===== config.mk =====
export PLATFORM = sky130hd
export DESIGN_NAME = wp_guard
export DESIGN_NICKNAME = d
export VERILOG_FILES = /design/src/rtl/wp_cmd_pkg.sv /design/src/rtl/wp_rst_sync.sv /design/src/rtl/wp_seq_match.sv /design/src/rtl/wp_prot_state.sv /design/src/rtl/wp_out_gate.sv /design/src/rtl/wp_guard.sv
export SDC_FILE = /design/constraint.sdc
export NUM_CORES = 1
export LEC_CHECK = 0
export ABC_AREA = 1
export BUFFER_PORTS_ARGS = -buffer_cell sky130_fd_sc_hd__buf_4
export CAP_MARGIN = 0
export CORE_MARGIN = 2
export CORE_UTILIZATION = 49
export CTS_CLUSTER_SIZE = 25
export DETAILED_ROUTE_END_ITERATION = 12
export HOLD_SLACK_MARGIN = 0.03
export PLACE_DENSITY = 0.78
export SLEW_MARGIN = 25
export SYNTH_ARGS = -nofsm -noshare
export SYNTH_HDL_FRONTEND = slang
export SYNTH_SLANG_ARGS = --single-unit

===== constraint.sdc =====
create_clock -name clk_i -period 0.8 [get_ports clk_i]
set_input_delay 0.2 -clock clk_i [delete_from_list [all_inputs] [get_ports clk_i]]
set_output_delay 0.2 -clock clk_i [all_outputs]
set_load 0.1 [all_outputs]

===== src/rtl/wp_cmd_pkg.sv =====
package wp_cmd_pkg;

  typedef enum logic [2:0] {
    M_IDLE,
    M_K1,
    M_K2,
    M_K3,
    M_K4,
    M_K5
  } match_e;

  localparam int unsigned CMD_W = 8;

  localparam logic [CMD_W-1:0] D_KEY1 = 8'hAA;
  localparam logic [CMD_W-1:0] D_KEY2 = 8'h55;
  localparam logic [CMD_W-1:0] D_ARM  = 8'hA0;
  localparam logic [CMD_W-1:0] D_OFF1 = 8'h80;
  localparam logic [CMD_W-1:0] D_OFF2 = 8'h20;

endpackage


===== src/rtl/wp_rst_sync.sv =====
module wp_rst_sync #(
  parameter int unsigned STAGES = 2
) (
  input  logic clk_i,
  input  logic arst_ni,
  output logic srst_no
);

  logic [STAGES-1:0] sync_q;

  always_ff @(posedge clk_i or negedge arst_ni) begin
    if (!arst_ni) begin
      sync_q <= '0;
    end else begin
      sync_q <= {sync_q[STAGES-2:0], 1'b1};
    end
  end

  assign srst_no = sync_q[STAGES-1];

endmodule


===== src/rtl/wp_seq_match.sv =====
module wp_seq_match
  import wp_cmd_pkg::*;
#(
  parameter int unsigned         AW    = 15,
  parameter logic [AW-1:0]       KEY_A = 15'h5555,
  parameter logic [AW-1:0]       KEY_B = 15'h2AAA
) (
  input  logic             clk_i,
  input  logic             rst_ni,
  input  logic             stb_i,
  input  logic             hold_i,
  input  logic [AW-1:0]    addr_i,
  input  logic [CMD_W-1:0] data_i,
  output logic             used_o,
  output logic             arm_o,
  output logic             off_o
);

  match_e st_q, st_n;

  logic at_a, at_b, key1, key2;

  assign at_a = (addr_i == KEY_A);
  assign at_b = (addr_i == KEY_B);
  assign key1 = at_a && (data_i == D_KEY1);
  assign key2 = at_b && (data_i == D_KEY2);

  always_comb begin
    st_n   = st_q;
    used_o = 1'b0;
    arm_o  = 1'b0;
    off_o  = 1'b0;
    if (hold_i) begin
      st_n = M_IDLE;
    end else if (stb_i) begin
      // default: break the match, restart on a first key byte
      st_n   = key1 ? M_K1 : M_IDLE;
      used_o = key1;
      unique case (st_q)
        M_K1: if (key2) begin
          st_n = M_K2; used_o = 1'b1;
        end
        M_K2: if (at_a && data_i == D_ARM) begin
          st_n = M_IDLE; used_o = 1'b1; arm_o = 1'b1;
        end else if (at_a && data_i == D_OFF1) begin
          st_n = M_K3; used_o = 1'b1;
        end
        M_K3: if (key1) begin
          st_n = M_K4; used_o = 1'b1;
        end
        M_K4: if (key2) begin
          st_n = M_K5; used_o = 1'b1;
        end
        M_K5: if (at_a && data_i == D_OFF2) begin
          st_n = M_IDLE; used_o = 1'b1; off_o = 1'b1;
        end
        default: ;
      endcase
    end
  end

  always_ff @(posedge clk_i or negedge rst_ni) begin
    if (!rst_ni) begin
      st_q <= M_IDLE;
    end else begin
      st_q <= st_n;
    end
  end

endmodule


===== src/rtl/wp_prot_state.sv =====
module wp_prot_state (
  input  logic clk_i,
  input  logic rst_ni,
  input  logic fclr_ni,
  input  logic arm_i,
  input  logic off_i,
  input  logic wp_end_i,
  output logic prot_o,
  output logic win_o
);

  logic win_q, win_n;
  logic pend_q, pend_n;
  logic prot_q;
  logic prot_en;
  logic cmd_hit;

  assign cmd_hit = arm_i || off_i;
  assign prot_en = wp_end_i && win_q;

  always_comb begin
    win_n  = win_q;
    pend_n = pend_q;
    if (cmd_hit) begin
      win_n  = 1'b1;
      pend_n = arm_i;
    end else if (wp_end_i) begin
      win_n = 1'b0;
    end
  end

  always_ff @(posedge clk_i or negedge rst_ni) begin
    if (!rst_ni) begin
      win_q  <= 1'b0;
      pend_q <= 1'b0;
    end else begin
      win_q  <= win_n;
      pend_q <= pend_n;
    end
  end

  // non-volatile model: only the factory clear resets it
  always_ff @(posedge clk_i or negedge fclr_ni) begin
    if (!fclr_ni) begin
      prot_q <= 1'b0;
    end else if (prot_en) begin
      prot_q <= pend_q;
    end
  end

  assign prot_o = prot_q;
  assign win_o  = win_q;

endmodule


===== src/rtl/wp_out_gate.sv =====
module wp_out_gate (
  input  logic clk_i,
  input  logic rst_ni,
  input  logic stb_i,
  input  logic used_i,
  input  logic prot_i,
  input  logic win_i,
  output logic commit_o,
  output logic used_o,
  output logic start_o
);

  logic commit_n, used_n;
  logic commit_q, used_q, start_q;

  always_comb begin
    used_n   = stb_i && used_i;
    commit_n = stb_i && !used_i && (!prot_i || win_i);
  end

  always_ff @(posedge clk_i or negedge rst_ni) begin
    if (!rst_ni) begin
      commit_q <= 1'b0;
      used_q   <= 1'b0;
      start_q  <= 1'b0;
    end else begin
      commit_q <= commit_n;
      used_q   <= used_n;
      start_q  <= stb_i;
    end
  end

  assign commit_o = commit_q;
  assign used_o   = used_q;
  assign start_o  = start_q;

endmodule


===== src/rtl/wp_guard.sv =====
module wp_guard
  import wp_cmd_pkg::*;
#(
  parameter int unsigned   AW    = 15,
  parameter logic [AW-1:0] KEY_A = 15'h5555,
  parameter logic [AW-1:0] KEY_B = 15'h2AAA,
  parameter int unsigned   SYNC  = 2
) (
  input  logic             clk_i,
  input  logic             rst_ni,
  input  logic             fclr_ni,
  input  logic             wr_stb_i,
  input  logic [AW-1:0]    wr_addr_i,
  input  logic [CMD_W-1:0] wr_data_i,
  input  logic             wp_end_i,
  output logic             protect_o,
  output logic             commit_o,
  output logic             consumed_o,
  output logic             cyc_start_o
);

  localparam int unsigned NRST = 2;

  logic [NRST-1:0] arst_n, srst_n;
  logic used_w, arm_w, off_w, win_q, prot_w;

  assign arst_n = {fclr_ni, rst_ni};

  for (genvar g = 0; g < NRST; g++) begin : g_rsync
    wp_rst_sync #(.STAGES(SYNC)) u_sync (
      .clk_i  (clk_i),
      .arst_ni(arst_n[g]),
      .srst_no(srst_n[g])
    );
  end

  wp_seq_match #(.AW(AW), .KEY_A(KEY_A), .KEY_B(KEY_B)) u_match (
    .clk_i (clk_i),
    .rst_ni(srst_n[0]),
    .stb_i (wr_stb_i),
    .hold_i(win_q),
    .addr_i(wr_addr_i),
    .data_i(wr_data_i),
    .used_o(used_w),
    .arm_o (arm_w),
    .off_o (off_w)
  );

  wp_prot_state u_state (
    .clk_i   (clk_i),
    .rst_ni  (srst_n[0]),
    .fclr_ni (srst_n[1]),
    .arm_i   (arm_w),
    .off_i   (off_w),
    .wp_end_i(wp_end_i),
    .prot_o  (prot_w),
    .win_o   (win_q)
  );

  wp_out_gate u_gate (
    .clk_i   (clk_i),
    .rst_ni  (srst_n[0]),
    .stb_i   (wr_stb_i),
    .used_i  (used_w),
    .prot_i  (prot_w),
    .win_i   (win_q),
    .commit_o(commit_o),
    .used_o  (consumed_o),
    .start_o (cyc_start_o)
  );

  assign protect_o = prot_w;

endmodule


## Yosys cells after proc, flatten, opt, wreduce, memory -nomap -nowiden

Cells that the tools add are included.

| word-level totals | value |
|---|---|
| bits in registers | 13 |
| latch bits | 0 |
| RAM bits | 0 |
| memory bits (read-only) | 0 |
| input port bits | 28 |
| output and inout port bits | 4 |
| word-level logic and storage cells | 65 |
| memories kept | 0 |

| cells by class | value |
|---|---|
| add/sub/neg operators | 0 |
| $mul | 0 |
| div/mod/pow operators | 0 |
| $lt $le $gt $ge | 0 |
| eq/ne operators | 12 |
| shifts and indexed selects | 0 |
| muxes and demuxes | 28 |
| bitwise logic cells | 0 |
| reduce and logical (&&, ||, !) cells | 16 |

Operators with widths:

| operator | count |
|---|---|
| == test 8 bit, second input constant | 3 |
| 2-to-1 mux 3 bit | 8 |
| 2-to-1 mux 1 bit | 18 |
| == test 15 x 14 -> 1 bit, second input constant | 1 |
| == test 15 bit, second input constant | 1 |
| one-hot mux 3 bit (5 select lines) | 1 |
| logical AND 1 bit | 9 |
| == test 8 x 6 -> 1 bit, second input constant | 1 |
| == test 8 x 7 -> 1 bit, second input constant | 1 |
| == test 3 x 2 -> 1 bit, second input constant | 2 |
| == test 3 bit, second input constant | 2 |
| one-hot mux 1 bit (4 select lines) | 1 |
| nonzero test 2 bit | 2 |
| == test 3 x 1 -> 1 bit, second input constant | 1 |
| logical NOT 1 bit | 2 |
| logical OR 1 bit | 2 |
| OR reduction 2 bit | 1 |

## Logic depth before layout (Yosys ltp)

| depth | value |
|---|---|
| word-level depth | 10 |
| depth in mapped cells | 9 |
| mapped depth without buffers | 9 |

## Hierarchy

A second synthesis with hierarchy kept.

| second synthesis, totals | value |
|---|---|
| cells, all modules | 161 |
| area total of the unflattened synthesis | 963.4 µm² |

By module, submodules not included:

| module | times used | cells each | area an instance (µm²) | seq. area each (µm²) |
|---|---|---|---|---|
| wp_seq_match | 1 | 133 | 639.4 | 75.1 |
| wp_prot_state | 1 | 12 | 115.1 | 75.1 |
| wp_rst_sync | 2 | 3 | 53.8 | 50.0 |
| wp_out_gate | 1 | 10 | 101.3 | 75.1 |

## Worst setup path before layout

Ideal clock, no wire load.

| timing path | value |
|---|---|
| path type | register to register |
| start point | register u_state.prot_q, in the netlist u_state.prot_o |
| end point | register u_gate.commit_q, in the netlist u_gate.commit_o |
| setup time | 0.127 ns |
| data arrival time | 1.133 ns |
| setup slack | -0.460 ns |
| cell stages (with the launch flop) | 4 |
| buffers on the path | 0 |
| period minus slack after synthesis | 1.260 ns |
| cells stage by stage | dfrtp_1 > nand2_1 > nand2_1 > a21oi_1 |

| on the way | value |
|---|---|
| word-level cells in the longest chain between the ends | 3 |

RTL lines:

| item | RTL line | text |
|---|---|---|
| start, declared | wp_prot_state.sv:14 | `logic prot_q;` |
| start signal, assigned | wp_prot_state.sv:47 | `prot_q <= pend_q;` |
| logical NOT 1 bit | wp_out_gate.sv:18 | `commit_n = stb_i && !used_i && (!prot_i \|\| win_i);` |
| logical OR 1 bit | wp_out_gate.sv:18 |  |
| logical AND 1 bit | wp_out_gate.sv:18 |  |
| via u_gate.commit_n | wp_out_gate.sv:13 | `logic commit_n, used_n;` |
| end signal, assigned | wp_out_gate.sv:27 | `commit_q <= commit_n;` |
| end, declared | wp_out_gate.sv:14 | `logic commit_q, used_q, start_q;` |

The timed path passes the listed nets, and every way through them passes these cells.
A chain may end at the register's enable or synchronous reset.

## Final worst setup path

| timing path | value |
|---|---|
| start point | register u_match.st_q[1] |
| end point | register u_match.st_q[1] |

| on the way | value |
|---|---|
| word-level cells in the longest chain between the ends | 4 |
| elaborated cells between the ends (all ways) | 8 |
| classes of those cells | eq/ne (5); mux (3) |

RTL lines:

| item | RTL line | text |
|---|---|---|
| start, declared | wp_seq_match.sv:19 | `match_e st_q, st_n;` |
| start signal, assigned | wp_seq_match.sv:66 | `st_q <= st_n;` |
| == test 3 bit (tied with other cells) | wp_seq_match.sv:39 | `unique case (st_q)` |
| one-hot mux 3 bit (5 select lines) (*) | wp_seq_match.sv:39 |  |
| 2-to-1 mux 3 bit (*) | wp_seq_match.sv:35 | `end else if (stb_i) begin` |
| 2-to-1 mux 3 bit (*) | wp_seq_match.sv:33 | `if (hold_i) begin` |

Mark *: on every way between the ends. The rest lies on a longest branch, timed or not. The select of a mux whose other input is x is not followed.

==> out/metrics.cfg <==
[floorplan]
die_w_um = 47.8
initial_core_util = 0.532
chipHeight_um = 47.8
dieArea_sq_mm = 0.00228
core-area_sq_mm = 0.00176
num_rows = 15
io_pins = 32

[sta]
fin_worst_skew_ps = 10.9
slew_violations = 0
finalHoldViolations = 0
setup_viol = 12
final.setup.worst_slack_ps = -438
layout_min_cycle_time_ps = 1240
fmax_mhz = 808
fin_crit_sh = 1.55
rsz0062_at_grt = true

[setup_path]
worst-path-buf-inv = 3
cpPeakStageDelay_ps = 420
end_kind = flop
crit_arrival_ps = 1450
setup.worst_path.class = reg -> reg
crit_family = flip-flops
cp_max_fo = 4
startpoint_type = flop
cp_cell_sequence = inv_2 > nand2_4 > buf_4 > nor2_2 > inv_1 > o21ai_1 > nand2_1 > o21ai_2
required_ps = 1010
cp_slowest_cell = dfrtp_1

[route]
drtIter0Drc = 33
via_per_inst = 5.20
wl_um = 3260
drcViolationCount = 0
ant_nets = 0
num_vias = 1212
dr.pass1.iters = 4
wire_per_inst_um = 14.0

[power]
clock_power_share = 0.246
p_switching_uw = 487
p_int_uw = 1110
ir_worst_vdd_v = 0.00113
p_leak_uw = 0.000751
comb_power_share = 0.305
switching_share = 0.306
p_seq_frac = 0.448
power_density_mw_per_mm2 = 1030

[yosys]
netlist.area_leader.share = 0.347
synth-seq-area-share = 0.347
synth_area_sq_um = 938
yosysUniqueCellTypes = 22
yosys_register_bits = 13
yosysWarnings = 0
postSynthAreaPerCell_sq_um = 6.26
syn_inst = 150
yosys-top-cells-area = dfrtp_1, nand2_1, nor2_1
yosysTopAreaCell = dfrtp_1

[placed_design]
place.detailed.hpwl_um = 2220
placed_area_sq_mm = 0.00137
io_buffers = 31
place.gp.congestion = 0.925

[cells_and_area]
final_util = 0.878
final_cell_mix = buf_4, nand2_1, nor2_1
stdcell_area_sq_mm = 0.00155
final_common_cell = buf_4
syn2layout_area_growth_pct = 65.1
fillerInstances = 102
diodes = 0
final_layout_size_suffix_gt1_frac = 0.409
num-nets-final = 237

[clock_tree]
cts_buffer_depth = 2
clkLatencyLatePin_ps = 270
cts-root-buf = clkbuf_4
cts_made_buffers = 3
tritoncts = yes
htreeDepth = 1
cts.sinks = 13
clk_pin_slew_ps = 80

[min_path]
hp-class = reg -> async

[global_routing]
grt_max_degree = 9
antenna_found_initial = 0
grt_pass1_vias = 1170
globalRoute.totalOverflow = 0
grt_use_total = 0.326
grt_pass1_wl_um = 5130

[status]
status = finished, violations left
violations = setup timing

[job]
max_cap_violations = 0

==> path summary, 6_finish.rpt <==
kind / start / end / slack (ps) / depth (start not counted)
min: g_rsync[0].u_sync.sync_q[1] / u_match.st_q[1] / 120 / 0
max in group asynchronous: g_rsync[1].u_sync.sync_q[1] / u_state.prot_o / 140 / 1
min in group clk_i: wr_stb_i / u_gate.start_o / 140 / 2
max reg2reg: u_match.st_q[1] / u_match.st_q[1] / -440 / 8
min reg2reg: g_rsync[0].u_sync.sync_q[1] / u_match.st_q[1] / 120 / 0
max: u_match.st_q[1] / u_match.st_q[1] / -440 / 8
==> state kept, by name, indices dropped and copies added (netlist names) <==
name and flops:
u_match.st_q 3, u_gate.commit_o 1, u_state.pend_q 1, u_gate.start_o 1, u_state.prot_o 1, g_rsync.u_sync.sync_q 4, u_gate.used_o 1, u_state.win_o 1
==> through the flow <==
stage          worst slack, ps  setup TNS, ps  std cells  total power, uW  hold slack, ps
2_1_floorplan             -399          -2300        151              908           -95.6
3_3_place_gp              -444          -3350        226             1120           -18.1
3_5_place_dp              -503          -3590        226             1130           -16.9
4_1_cts                   -435          -4210        233             1570             139
5_1_grt                   -522          -5040        233             1660             145
6_report                  -438          -4260        233             1590             121
==> repair_timing <==
item                                    CTS  global route
pin swaps                                 5             5
endpoints found under the hold margin     5             0
buffers inserted                          0             1
hold buffers                              3             0
resized for setup                        18            15
endpoints found under the setup margin   12            12
==> worst reg2reg max path: stages (launching register included) <==
cell and delay (ps):
dfrtp_1 420, inv_2 110, nand2_4 60, buf_4 160, nor2_2 110, inv_1 60
o21ai_1 130, nand2_1 70, o21ai_2 50
==> final cells by class <==
cell class                      instances  area (sq um)  share of cell area
Sequential cell                        13           342               0.221
Tap cell                               25          31.3              0.0202
Inverter                               25          93.8              0.0606
Timing Repair Buffer                   53           459               0.296
Multi-Input combinational cell        113           597               0.385
Clock buffer                            4          26.3              0.0170
==> cell usage after synthesis <==
cell and count:
a21boi_1 1, a21oi_1 4, a31oi_1 2, conb_1 1, dfrtp_1 13, inv_1 23
inv_2 2, nand2_1 41, nand2_2 2, nand3_1 8, nand3_2 1, nand3b_1 3
nand4_1 6, nor2_1 30, nor2_2 4, nor2_4 1, nor3_1 1, o211ai_1 1
o21ai_1 3, o21ai_2 1, o21bai_1 1, or2_1 1
==> power groups by stage <==
stage	sequential, uW	combinational (uW)	clock, uW
after floorplan	817	91.4	0
after global placement	717	400	0
after detailed placement	718	417	0
after CTS	713	469	393
after global routing	718	521	417
final	714	487	393
==> cells by family after synthesis <==
kind of cell / count (synthesis) / share of synthesized area
AO/OA/AOI/OAI: 13 / 0.0840
flip-flops: 13 / 0.347
AND/OR/NAND/NOR: 98 / 0.465
other: 1 / 0.00400
buffers and inverters: 25 / 0.100
==> per-layer routing <==
layer / vias to the layer above / part of all wire / global-route usage
li1: 580 / - / -
met1: 578 / 0.40 / 0.353
met2: 48 / 0.53 / 0.589
met3: 6 / 0.053 / 0.113
met4: 0 / 0.018 / 0.108
met5: - / 0 / 0
No activity file was read; power rests on OpenSTA's default activity.
